File: src/rtl/bitrate_pkg.sv
package bitrate_pkg;

  typedef enum logic [1:0] {
    MUL_X1     = 2'b00,
    MUL_X1_ALT = 2'b01,
    MUL_X16    = 2'b10,
    MUL_X64    = 2'b11
  } mult_sel_e;

  localparam int unsigned NUM_RATES = 10;

  // Nominal baud for each rate code; codes past the table give zero.
  function automatic int unsigned nominal_baud(input logic [3:0] code);
    int unsigned b;
    case (code)
      4'd0:    b = 9600;
      4'd1:    b = 4800;
      4'd2:    b = 2400;
      4'd3:    b = 1800;
      4'd4:    b = 1200;
      4'd5:    b = 600;
      4'd6:    b = 300;
      4'd7:    b = 150;
      4'd8:    b = 110;
      4'd9:    b = 75;
      default: b = 0;
    endcase
    return b;
  endfunction

  function automatic int unsigned mult_factor(input mult_sel_e m);
    int unsigned f;
    case (m)
      MUL_X16: f = 16;
      MUL_X64: f = 64;
      default: f = 1;
    endcase
    return f;
  endfunction

endpackage

File: src/rtl/rate_step_sel.sv
module rate_step_sel
  import bitrate_pkg::*;
#(
  parameter int ACC_W = 22
) (
  input  logic [3:0]       rate_code,
  input  logic [1:0]       mult_sel,
  output logic [ACC_W-1:0] step
);

  logic [31:0] product;

  always_comb begin
    product = 32'(nominal_baud(rate_code) * mult_factor(mult_sel_e'(mult_sel)));
    step    = product[ACC_W-1:0];
  end

endmodule

File: src/rtl/phase_accum.sv
module phase_accum #(
  parameter int REF_HZ = 1843200,
  parameter int ACC_W  = 22
) (
  input  logic             clk,
  input  logic             rst_n,
  input  logic             ref_en,
  input  logic [ACC_W-1:0] step,
  output logic [ACC_W-1:0] acc_q,
  output logic             wrap
);

  localparam logic [ACC_W-1:0] MODULUS = ACC_W'(REF_HZ);

  logic [ACC_W-1:0] sum;
  logic [ACC_W-1:0] acc_d;

  always_comb begin
    sum   = acc_q + step;
    wrap  = 1'b0;
    acc_d = acc_q;
    if (ref_en) begin
      if (sum >= MODULUS) begin
        wrap  = 1'b1;
        acc_d = sum - MODULUS;
      end else begin
        acc_d = sum;
      end
    end
  end

  always_ff @(posedge clk or negedge rst_n) begin
    if (!rst_n) acc_q <= '0;
    else        acc_q <= acc_d;
  end

endmodule

File: src/rtl/half_rate_div.sv
module half_rate_div (
  input  logic clk,
  input  logic rst_n,
  input  logic wrap,
  input  logic half_rate,
  output logic tick_q
);

  logic tog_q, tog_d;
  logic tick_d;

  always_comb begin
    tick_d = wrap & (~half_rate | ~tog_q);
    if (!half_rate)  tog_d = 1'b0;
    else if (wrap)   tog_d = ~tog_q;
    else             tog_d = tog_q;
  end

  always_ff @(posedge clk or negedge rst_n) begin
    if (!rst_n) begin
      tog_q  <= 1'b0;
      tick_q <= 1'b0;
    end else begin
      tog_q  <= tog_d;
      tick_q <= tick_d;
    end
  end

endmodule

File: src/rtl/bitrate_clkgen.sv
module bitrate_clkgen #(
  parameter int REF_HZ = 1843200,
  localparam int ACC_W = $clog2(REF_HZ) + 1
) (
  input  logic       clk,
  input  logic       rst_n,
  input  logic       ref_en,
  input  logic [3:0] rate_code,
  input  logic [1:0] mult_sel,
  input  logic       half_rate,
  output logic       bclk_tick
);

  logic             rst_s1_q, rst_s2_q;
  logic [ACC_W-1:0] step;
  logic [ACC_W-1:0] acc_q;
  logic             wrap;

  // Asynchronous assertion, synchronous release.
  always_ff @(posedge clk or negedge rst_n) begin
    if (!rst_n) begin
      rst_s1_q <= 1'b0;
      rst_s2_q <= 1'b0;
    end else begin
      rst_s1_q <= 1'b1;
      rst_s2_q <= rst_s1_q;
    end
  end

  rate_step_sel #(.ACC_W(ACC_W)) u_step (
    .rate_code (rate_code),
    .mult_sel  (mult_sel),
    .step      (step)
  );

  phase_accum #(.REF_HZ(REF_HZ), .ACC_W(ACC_W)) u_acc (
    .clk    (clk),
    .rst_n  (rst_s2_q),
    .ref_en (ref_en),
    .step   (step),
    .acc_q  (acc_q),
    .wrap   (wrap)
  );

  half_rate_div u_half (
    .clk       (clk),
    .rst_n     (rst_s2_q),
    .wrap      (wrap),
    .half_rate (half_rate),
    .tick_q    (bclk_tick)
  );

endmodule

File: config.mk
export PLATFORM = sky130hd
export DESIGN_NAME = bitrate_clkgen
export DESIGN_NICKNAME = d
export VERILOG_FILES = /design/src/rtl/bitrate_pkg.sv /design/src/rtl/rate_step_sel.sv /design/src/rtl/phase_accum.sv /design/src/rtl/half_rate_div.sv /design/src/rtl/bitrate_clkgen.sv
export SDC_FILE = /design/constraint.sdc
export NUM_CORES = 1
export LEC_CHECK = 0
export BUFFER_PORTS_ARGS = -buffer_cell sky130_fd_sc_hd__buf_4
export CORE_UTILIZATION = 45
export CTS_CLUSTER_SIZE = 25
export DETAILED_ROUTE_END_ITERATION = 16
export GPL_TIMING_DRIVEN = 0
export PLACE_DENSITY = 0.73
export REMOVE_ABC_BUFFERS = 1
export SLEW_MARGIN = 30
export SYNTH_ARGS = -nofsm -noshare
export SYNTH_HDL_FRONTEND = slang
export SYNTH_SLANG_ARGS = --single-unit
File: constraint.sdc
create_clock -name clk -period 0.95 [get_ports clk]
set_input_delay 0.095 -clock clk [delete_from_list [all_inputs] [get_ports clk]]
set_output_delay 0.095 -clock clk [all_outputs]
set_load 0.05 [all_outputs]
* After elaboration in Yosys (flattened, before gate mapping)
Memory sizes are Yosys's and may differ from the RTL's. Index checks and enable logic that the tools add are counted.
Operators by class: $add $sub $neg 2, multiply operators 1, $lt $le $gt $ge 1, eq/ne operators 3, muxes and demuxes 6, bitwise logic cells 4
Operator list (number):
- multiplier 32 x 7 -> 22 bit | 1
- adder 22 bit | 1
- greater-or-equal comparator 22 x 21 -> 1 bit, second input constant | 1
- 2-to-1 mux 22 bit | 1
- subtractor 22 x 21 -> 22 bit, second input constant | 1
- case mux 7 bit (2 select lines) | 1
- equality test 2 bit, second input constant | 2
- 2-to-1 mux 1 bit | 4
- != test 2 x 1 -> 1 bit, second input constant | 1
- inverter 1 bit | 2
- bitwise AND 1 bit | 1
- OR 1 bit | 1
Word-level totals: register bits 26, ROM bits 224, bits of input ports 10, output and inout port bits 1, word-level logic and storage cells 23, memories kept 1
Memories:
- (no name shown) | depth 16, width 14, rd ports 1, clocked after Yosys merged registers in 0, wr ports 0, line bitrate_pkg.sv:15 | case (code)

* Logic depth before layout (Yosys ltp)
Gate-level depths: netlist of the first run.
depth in word-level cells 9, mapped depth 24, mapped depth without buffers 23

* Hierarchy
A second synthesis of the first run with hierarchy kept.
Second synthesis, totals: cell total of the unflattened synthesis 562, area total of the unflattened synthesis 4514.3 um^2
By module, submodules not included:
- phase_accum | instances 1, cells each 280, area each 2332.2 um^2, seq. area each 550.5 um^2
- rate_step_sel | instances 1, cells each 274, area each 2055.7 um^2, seq. area each 0.0 um^2
- half_rate_div | instances 1, cells each 5, area each 72.6 um^2, seq. area each 50.0 um^2
- bitrate_clkgen | instances 1, cells each 3, area each 53.8 um^2, seq. area each 50.0 um^2

* Worst setup path before layout of the first run
Ideal clock, no wire load.
kind input to register, start point in mult_sel[1], end point reg u_acc.acc_q[13], library setup time 0.120 ns, arrival 4.983 ns, data required time 0.830 ns, setup slack -4.153 ns, stages on the path 19, buffers on the path 2, path through clkbuf_1 nand2b_1 clkbuf_1 nor2_1 ha_1 ha_1 inv_1 fa_1 inv_1 fa_1 ha_1 a21o_1 a211o_1 a21oi_1 mux2_2 o22a_2 a2111oi_2 o21ai_0 a31o_1
On the way: word-level cells in the longest chain between the ends 6, elaborated cells on any way between the ends 8
RTL lines:
- start: declaration | line bitrate_clkgen.sv:9 | input logic [1:0] mult_sel,
- equality test 2 bit | line bitrate_pkg.sv:33 | case (m)
- case mux 7 bit (2 select lines) (*) | line bitrate_pkg.sv:33
- multiplier 32 x 7 -> 22 bit (*) | line rate_step_sel.sv:14 | product = 32'(nominal_baud(rate_code) * mult_factor(mult_sel_e'(mult_sel)));
- adder 22 bit (*) | line phase_accum.sv:19 | sum = acc_q + step;
- subtractor 22 x 21 -> 22 bit / greater-or-equal comparator 22 x 21 -> 1 bit (equally long branches) | line phase_accum.sv:25, phase_accum.sv:23
- 2-to-1 mux 22 bit (*) | line phase_accum.sv:23 | if (sum >= MODULUS) begin
- end signal: assignment | line phase_accum.sv:33 | if (!rst_n) acc_q <= '0;
- end signal: assignment | line phase_accum.sv:34 | else acc_q <= acc_d;
- end: declaration | line phase_accum.sv:9 | output logic [ACC_W-1:0] acc_q,
Mark *: on every way between the ends. The rest lies on a longest branch, timed or not. A chain may end at the register's enable or synchronous reset.

* Worst setup path after layout of the first run
start point in rate_code[1], end point reg u_acc.acc_q[13]
On the way: word-level cells in the longest chain between the ends 5, elaborated cells on any way between the ends 6
RTL lines:
- start: declaration | line bitrate_clkgen.sv:8 | input logic [3:0] rate_code,
- memory read (16 x 14 bit) (*)
- multiplier 32 x 7 -> 22 bit (*) | line rate_step_sel.sv:14
- adder 22 bit (*) | line phase_accum.sv:19
- subtractor 22 x 21 -> 22 bit / greater-or-equal comparator 22 x 21 -> 1 bit (equally long branches) | line phase_accum.sv:25, phase_accum.sv:23
- 2-to-1 mux 22 bit (*) | line phase_accum.sv:23
Marked as above.

==> results.json, run 1 <==
{
  "status": "complete, but fails checks",
  "violated_checks": "setup timing",
  "met1_length_mm": 5.08,
  "grt_first_pass_wirelength_mm": 20.1,
  "first_global_vias": 4029,
  "max_clock_freq_ghz": 0.215,
  "p_leak_uw": 0.00264,
  "p_sw_frac": 0.459,
  "clock_tree.buffer_depth": 2,
  "io_pins": 11,
  "gp_congestion": 0.913,
  "firstDrtPassIters": 4,
  "power_switching_uw": 5850,
  "htree_levels": 1,
  "vias_per_cell": 6.30,
  "syn-instance-count": 460,
  "grt_antenna_before_repair": 0,
  "detailed_place_hpwl_mm": 7.45,
  "synthesis.yosys.warnings": 0,
  "dpl_cells": 561,
  "yosys.cell_types.count": 64,
  "finalSetupViolations": 24,
  "clock_tree.root_cell": "sky130_fd_sc_hd__clkbuf_8",
  "clkTransAtPathRegs_ns": 0.12,
  "syn_avg_cell_area_um2": 8.83,
  "synth_top_area_share": 0.240,
  "area_growth_syn_to_layout_pct": 41.9,
  "grt_setup_unrepaired": "true",
  "clock_insertion_delay_worst_skew_ns": 0.30,
  "comb_power_share": 0.791,
  "post_synth_main_area_contributors": "sky130_fd_sc_hd__ha_1, sky130_fd_sc_hd__dfrtp_1, sky130_fd_sc_hd__fa_1",
  "clock_power_share": 0.066,
  "cp.arrival_ns": 4.85,
  "synth_area_leader_cell": "sky130_fd_sc_hd__ha_1",
  "post-route-period-util": 4.90,
  "cts.sinks": 26,
  "drv_cap": 0,
  "detail-route-antenna-nets": 0,
  "numCtsBuffers": 3,
  "timing.final.max_slew_violations": 0,
  "required_time_worst_endpoint_ns": 1.14,
  "timing.clock.skew_ns": 0.0148,
  "drt_drc_violations_left": 0,
  "critical_path_class": "primary input to flip-flop",
  "seqPwrFrac": 0.143,
  "synth_edf_count": 0,
  "place.port_buffers": 10,
  "layout-drive-gt1-share": 0.418,
  "num_vias": 3952,
  "grt_max_degree": 33,
  "final_cells": 627,
  "floorplan.initialDensity": 0.466,
  "cts_tree": "built",
  "core_region_area_mm2": 0.00872,
  "wirelength_mm": 13.5,
  "num_antenna_cells": 0,
  "gr-total-overflow": 0,
  "internal-power_uw": 6890,
  "critical_path_peak_fanout": 6,
  "timing.hold.worst.class": "primary input to asynchronous set/reset pin",
  "synthFlopType": "sky130_fd_sc_hd__dfrtp_1",
  "timing_hold_violations_final": 0,
  "maxSlewHeadroom": 0.570,
  "worst-slew-pin-transition_ns": 0.646,
  "final_critical_path_setup_slack_ns": -3.71,
  "fp.dieH_um": 97.0,
  "routed_wire_length_per_instance_um": 21.5,
  "powerDensity_mw_per_mm2": 2210,
  "yosysSeqAreaShare": 0.160,
  "die_w_um": 97.0,
  "period_minus_slack_ns": 4.66,
  "layout.nets": 631,
  "postSynth.asyncResetShare": 1.00,
  "synth.top_cells.by_count": "sky130_fd_sc_hd__ha_1, sky130_fd_sc_hd__nor2_1, sky130_fd_sc_hd__inv_1",
  "routed-wl-met2_mm": 7.12,
  "syn_area_mm2": 0.00406,
  "startpoint_type": "primary input",
  "synth-seq-cells": 26,
  "synth.most_common_cell": "sky130_fd_sc_hd__ha_1",
  "utilization_after_layout": 0.661,
  "wl_met3_um": 547,
  "highest-signal-layer": "met4",
  "critical_path.endpoint_type": "flip-flop",
  "global_route_usage_sum": 0.265,
  "die_area_mm2": 0.00941,
  "core.rowCount": 34,
  "drt_first_iter_violations": 171,
  "irDropWorstVdd_mv": 1.62
}
repair_timing:
action | 4_1_cts | 5_1_grt
gates resized for setup | 153 | 47
hold buffers | 1 | 0
endpoints found under the hold margin | 2 | 0
pin swaps | 78 | 37
cloned | 0 | 1
buffers inserted | 42 | 20
endpoints found under the setup margin | 25 | 25
critical path: stages:
cell	delay, ns
sky130_fd_sc_hd__buf_12	0.11
sky130_fd_sc_hd__inv_8	0.06
sky130_fd_sc_hd__ha_2	0.23
sky130_fd_sc_hd__mux2i_1	0.10
sky130_fd_sc_hd__nor2_1	0.19
sky130_fd_sc_hd__nor2_2	0.08
sky130_fd_sc_hd__nor2_1	0.12
sky130_fd_sc_hd__ha_2	0.29
sky130_fd_sc_hd__ha_2	0.19
sky130_fd_sc_hd__fa_1	0.50
sky130_fd_sc_hd__inv_1	0.06
sky130_fd_sc_hd__fa_1	0.53
sky130_fd_sc_hd__inv_1	0.08
sky130_fd_sc_hd__ha_4	0.28
sky130_fd_sc_hd__nand4_1	0.15
sky130_fd_sc_hd__a211oi_2	0.07
sky130_fd_sc_hd__a21o_1	0.25
sky130_fd_sc_hd__or3_4	0.37
sky130_fd_sc_hd__a211oi_4	0.37
sky130_fd_sc_hd__a2111oi_4	0.14
sky130_fd_sc_hd__or3_1	0.36
sky130_fd_sc_hd__a31o_1	0.20
flip-flops by register name (all words and copies together) (netlist names):
signal         flops
u_half.tick_q      1
u_half.tog_q       1
rst_s1_q           1
u_acc.acc_q       22
rst_s2_q           1
layout by cell type, fill, tap and decap left out, drive strengths merged, types with 6 or more instances in the layout:
master,count
nand2,28
dfrtp,26
nor2,48
o211ai,6
mux2i,7
nand4,6
or3,6
fa,23
a21oi,28
a211oi,8
ha,78
o21ai,14
nand3,6
inv,33
xnor2,9
nor3,19
buf,70
mux2,12
and3,7
a21o,10
nand2b,7
power groups by stage:
stage / logic, uW / registers, uW / clock network (uW)
global placement: 5260 / 1760 / 0
detailed placement: 5460 / 1780 / 0
CTS: 8420 / 1780 / 842
finish: 10100 / 1820 / 835
floorplan: 4330 / 1660 / 0
global route: 10700 / 1840 / 879
logic make-up after synthesis:
kind of cell,Yosys count,synth area share
simple gates,143,0.169
compound gates,106,0.186
fa+ha+maj,101,0.354
buf+inv,50,0.0465
flops,26,0.160
mux,19,0.0505
xor+xnor,14,0.0339
other cells,1,0.000923
cell type report:
class / instances / area, um2
sequential: 26 / 652
tap: 108 / 135
fill: 601 / 2960
clock buffer: 4 / 55.1
timing repair buffer: 71 / 629
multi-input combinational: 385 / 4160
inverter: 33 / 136
worst paths after layout:
kind,endpoint,cells after the start,slack (ns),start
min in group clk,u_half.tog_q,3,0.18,half_rate
worst max-delay path,u_acc.acc_q[13],22,-3.71,rate_code[1]
worst min-delay path,rst_s2_q,2,0.11,rst_n
max in group asynchronous,u_acc.acc_q[12],0,0.21,rst_s2_q
worst max register to register,u_acc.acc_q[13],14,-3.50,u_acc.acc_q[8]
worst min register to register,u_acc.acc_q[4],0,0.31,rst_s2_q
through the flow:
step                hold WS, ns  TNS [ns]  cell area (um2)  power [uW]  setup WS (ns)
finish                    0.112    -63.45             5770       12700          -3.71
global route              0.119    -65.64             5770       13400          -3.82
CTS                       0.100    -59.74             5370       11000          -3.54
detailed placement       -0.122    -79.88             4210        7240          -4.87
global placement         -0.122    -84.76             4210        7020          -4.82
floorplan                -0.201    -65.85             4000        5990          -4.08
layer usage:
metal,up-vias,track usage
met2,136,0.493
met5,-,0
li1,1783,-
met4,0,0.109
met1,1968,0.303
met3,65,0.0340
No activity file was read; power rests on OpenSTA's default activity.
==> run 2: changes to the inputs <==
--- a/config.mk
+++ b/config.mk
@@ -6,11 +6,14 @@
 export NUM_CORES = 1
 export LEC_CHECK = 0
 export BUFFER_PORTS_ARGS = -buffer_cell sky130_fd_sc_hd__buf_4
+export CELL_PAD_IN_SITES_DETAIL_PLACEMENT = 0
+export CELL_PAD_IN_SITES_GLOBAL_PLACEMENT = 1
 export CORE_UTILIZATION = 45
 export CTS_CLUSTER_SIZE = 25
 export DETAILED_ROUTE_END_ITERATION = 16
 export GPL_TIMING_DRIVEN = 0
-export PLACE_DENSITY = 0.73
+export HOLD_SLACK_MARGIN = 0.15
+export PLACE_DENSITY = 0.87
 export REMOVE_ABC_BUFFERS = 1
 export SLEW_MARGIN = 30
 export SYNTH_ARGS = -nofsm -noshare
==> results.json, run 2 (synthesis gave the netlist of run 1 again) <==
{
  "status": "complete, but fails checks",
  "violated_checks": "setup timing",
  "final_cells": 626,
  "final_cell_mix": "sky130_fd_sc_hd__buf_4, sky130_fd_sc_hd__ha_1, sky130_fd_sc_hd__nor2_1",
  "layout_commonest_cell": "sky130_fd_sc_hd__buf_4",
  "max_clock_freq_ghz": 0.218,
  "routed_wire_length_per_instance_um": 19.8,
  "grt_setup_unrepaired": "true",
  "cp.arrival_ns": 4.75,
  "wirelength_mm": 12.4,
  "detail-route-antenna-nets": 0,
  "first_global_vias": 3884,
  "clock_insertion_delay_worst_skew_ns": 0.30,
  "max_flop_register": "u_acc.acc_q",
  "timing.hold.worst.class": "primary input to flip-flop",
  "powerDensity_mw_per_mm2": 2120,
  "grt_first_pass_wirelength_mm": 19.0,
  "crit_slowest_cell": "sky130_fd_sc_hd__fa_1",
  "htree_levels": 1,
  "dpl_cells": 561,
  "critical_path_class": "primary input to flip-flop",
  "drv_cap": 0,
  "largest_register_ffs": 22,
  "worstPathCellList": "buf_12 -> ha_1 -> nand2b_1 -> a21oi_2 -> nor2_2 -> nor2_1 -> ha_2 -> ha_1 -> inv_1 -> fa_1 -> inv_1 -> fa_1 -> ha_4 -> a21o_1 -> a211o_1 -> a21oi_4 -> mux2_4 -> o22a_4 -> a211o_4 -> o21ai_4 -> a41oi_2",
  "area_growth_syn_to_layout_pct": 41.9,
  "die_w_um": 97.0,
  "cts.sinks": 26,
  "fp.dieH_um": 97.0,
  "core_region_area_mm2": 0.00872,
  "p_leak_uw": 0.00261,
  "clock_tree.buffer_depth": 2,
  "gp_congestion": 0.848,
  "layout.filler_cells": 597,
  "irDropWorstVdd_mv": 1.29,
  "layout.nets": 630,
  "critical_path_peak_fanout": 5,
  "drt_first_iter_violations": 169,
  "timing.clock.skew_ns": 0.0185,
  "critical_path.endpoint_type": "flip-flop",
  "floorplan.initialDensity": 0.466,
  "required_time_worst_endpoint_ns": 1.12,
  "post-route-period-util": 4.82,
  "detailed_place_hpwl_mm": 7.58,
  "worst-slew-pin-transition_ns": 0.657,
  "startpoint_type": "primary input",
  "vias_per_cell": 6.10,
  "core.rowCount": 34,
  "final.hold.worst_slack_ns": 0.169,
  "timing_hold_violations_final": 0,
  "finalSetupViolations": 24,
  "clkTransAtPathRegs_ns": 0.12,
  "numCtsBuffers": 3,
  "grt_max_degree": 33,
  "drt_drc_violations_left": 0,
  "die_area_mm2": 0.00941,
  "num_antenna_cells": 0,
  "clock_tree.root_cell": "sky130_fd_sc_hd__clkbuf_8",
  "num_vias": 3820,
  "final_critical_path_setup_slack_ns": -3.63,
  "grt_antenna_before_repair": 0,
  "dpl_worst_slack_ns": -4.87,
  "maxSlewHeadroom": 0.562,
  "firstDrtPassIters": 4,
  "gr-total-overflow": 0,
  "global_route_usage_sum": 0.248,
  "layout-drive-gt1-share": 0.398,
  "cpPeakStageDelay_ns": 0.56,
  "place.port_buffers": 10,
  "cts_tree": "built",
  "timing.final.max_slew_violations": 0,
  "io_pins": 11,
  "period_minus_slack_ns": 4.58
}
## run 2: cell count changes in the layout (fill, tap and decap cells not counted), sizes merged
cell | previous run | this run
buf | 70 | 65
dlygate4sd3 | 1 | 3
clkbuf | 4 | 6
## run 2: cell type report
class,count,area (um2),share of cell area
Multi-Input combinational cell,385,4100,0.712
Timing Repair Buffer,70,684,0.119
Sequential cell,26,652,0.113
Tap cell,108,135,0.0234
Clock buffer,4,55.1,0.00955
Inverter,33,136,0.0237
## run 2: routing by layer
layer  GRT usage  up-vias  part of all wire
met3      0.0340       21             0.050
met5           0        -                 0
li1            -     1783                 -
met4      0.0746        0             0.020
met1       0.303     1877              0.40
met2       0.450      139              0.53
## run 2: repair_timing
action,4_1_cts,5_1_grt
pin swaps,70,42
gates cloned,0,3
hold buffers,3,0
buffers inserted,42,16
hold endpoints to repair,4,0
setup endpoints to repair,25,25
resized for setup,141,46
## run 2: path summary, 6_finish.rpt
check	from	end	slack, ns	cells past startpoint
min in group asynchronous	rst_s2_q	u_acc.acc_q[13]	0.31	0
worst min register to register	rst_s2_q	u_acc.acc_q[13]	0.31	0
max in group asynchronous	rst_n	rst_s2_q	0.18	3
worst min-delay path	half_rate	u_half.tog_q	0.17	4
worst max register to register	u_acc.acc_q[8]	u_acc.acc_q[19]	-3.38	14
worst max-delay path	rate_code[0]	u_acc.acc_q[19]	-3.63	21
## run 2: through the flow
stage	instance area, um2	util	setup TNS [ns]	total power (uW)
finish	5760	0.661	-60.49	12200
global route	5760	0.661	-62.87	13000
CTS	5290	0.607	-58.96	10700
detailed placement	4210	0.483	-79.65	7210
global placement	4210	0.482	-87.01	7070
floorplan	4000	-	-65.85	5990
## run 2: critical path, delay by kind of cell
| kind | cells | cell delay, ns |
|---|---|---|
| AOI/OAI and AO/OA | 8 | 1.78 |
| adders and majority gates | 6 | 1.96 |
| buffers and inverters | 3 | 0.22 |
| muxes | 1 | 0.34 |
| and+or+nand+nor | 3 | 0.32 |
## run 2: report_power, final
group / total, uW / switching, uW / internal, uW
clock: 838 / 463 / 374
sequential: 1840 / 369 / 1470
combinational: 9530 / 4720 / 4810
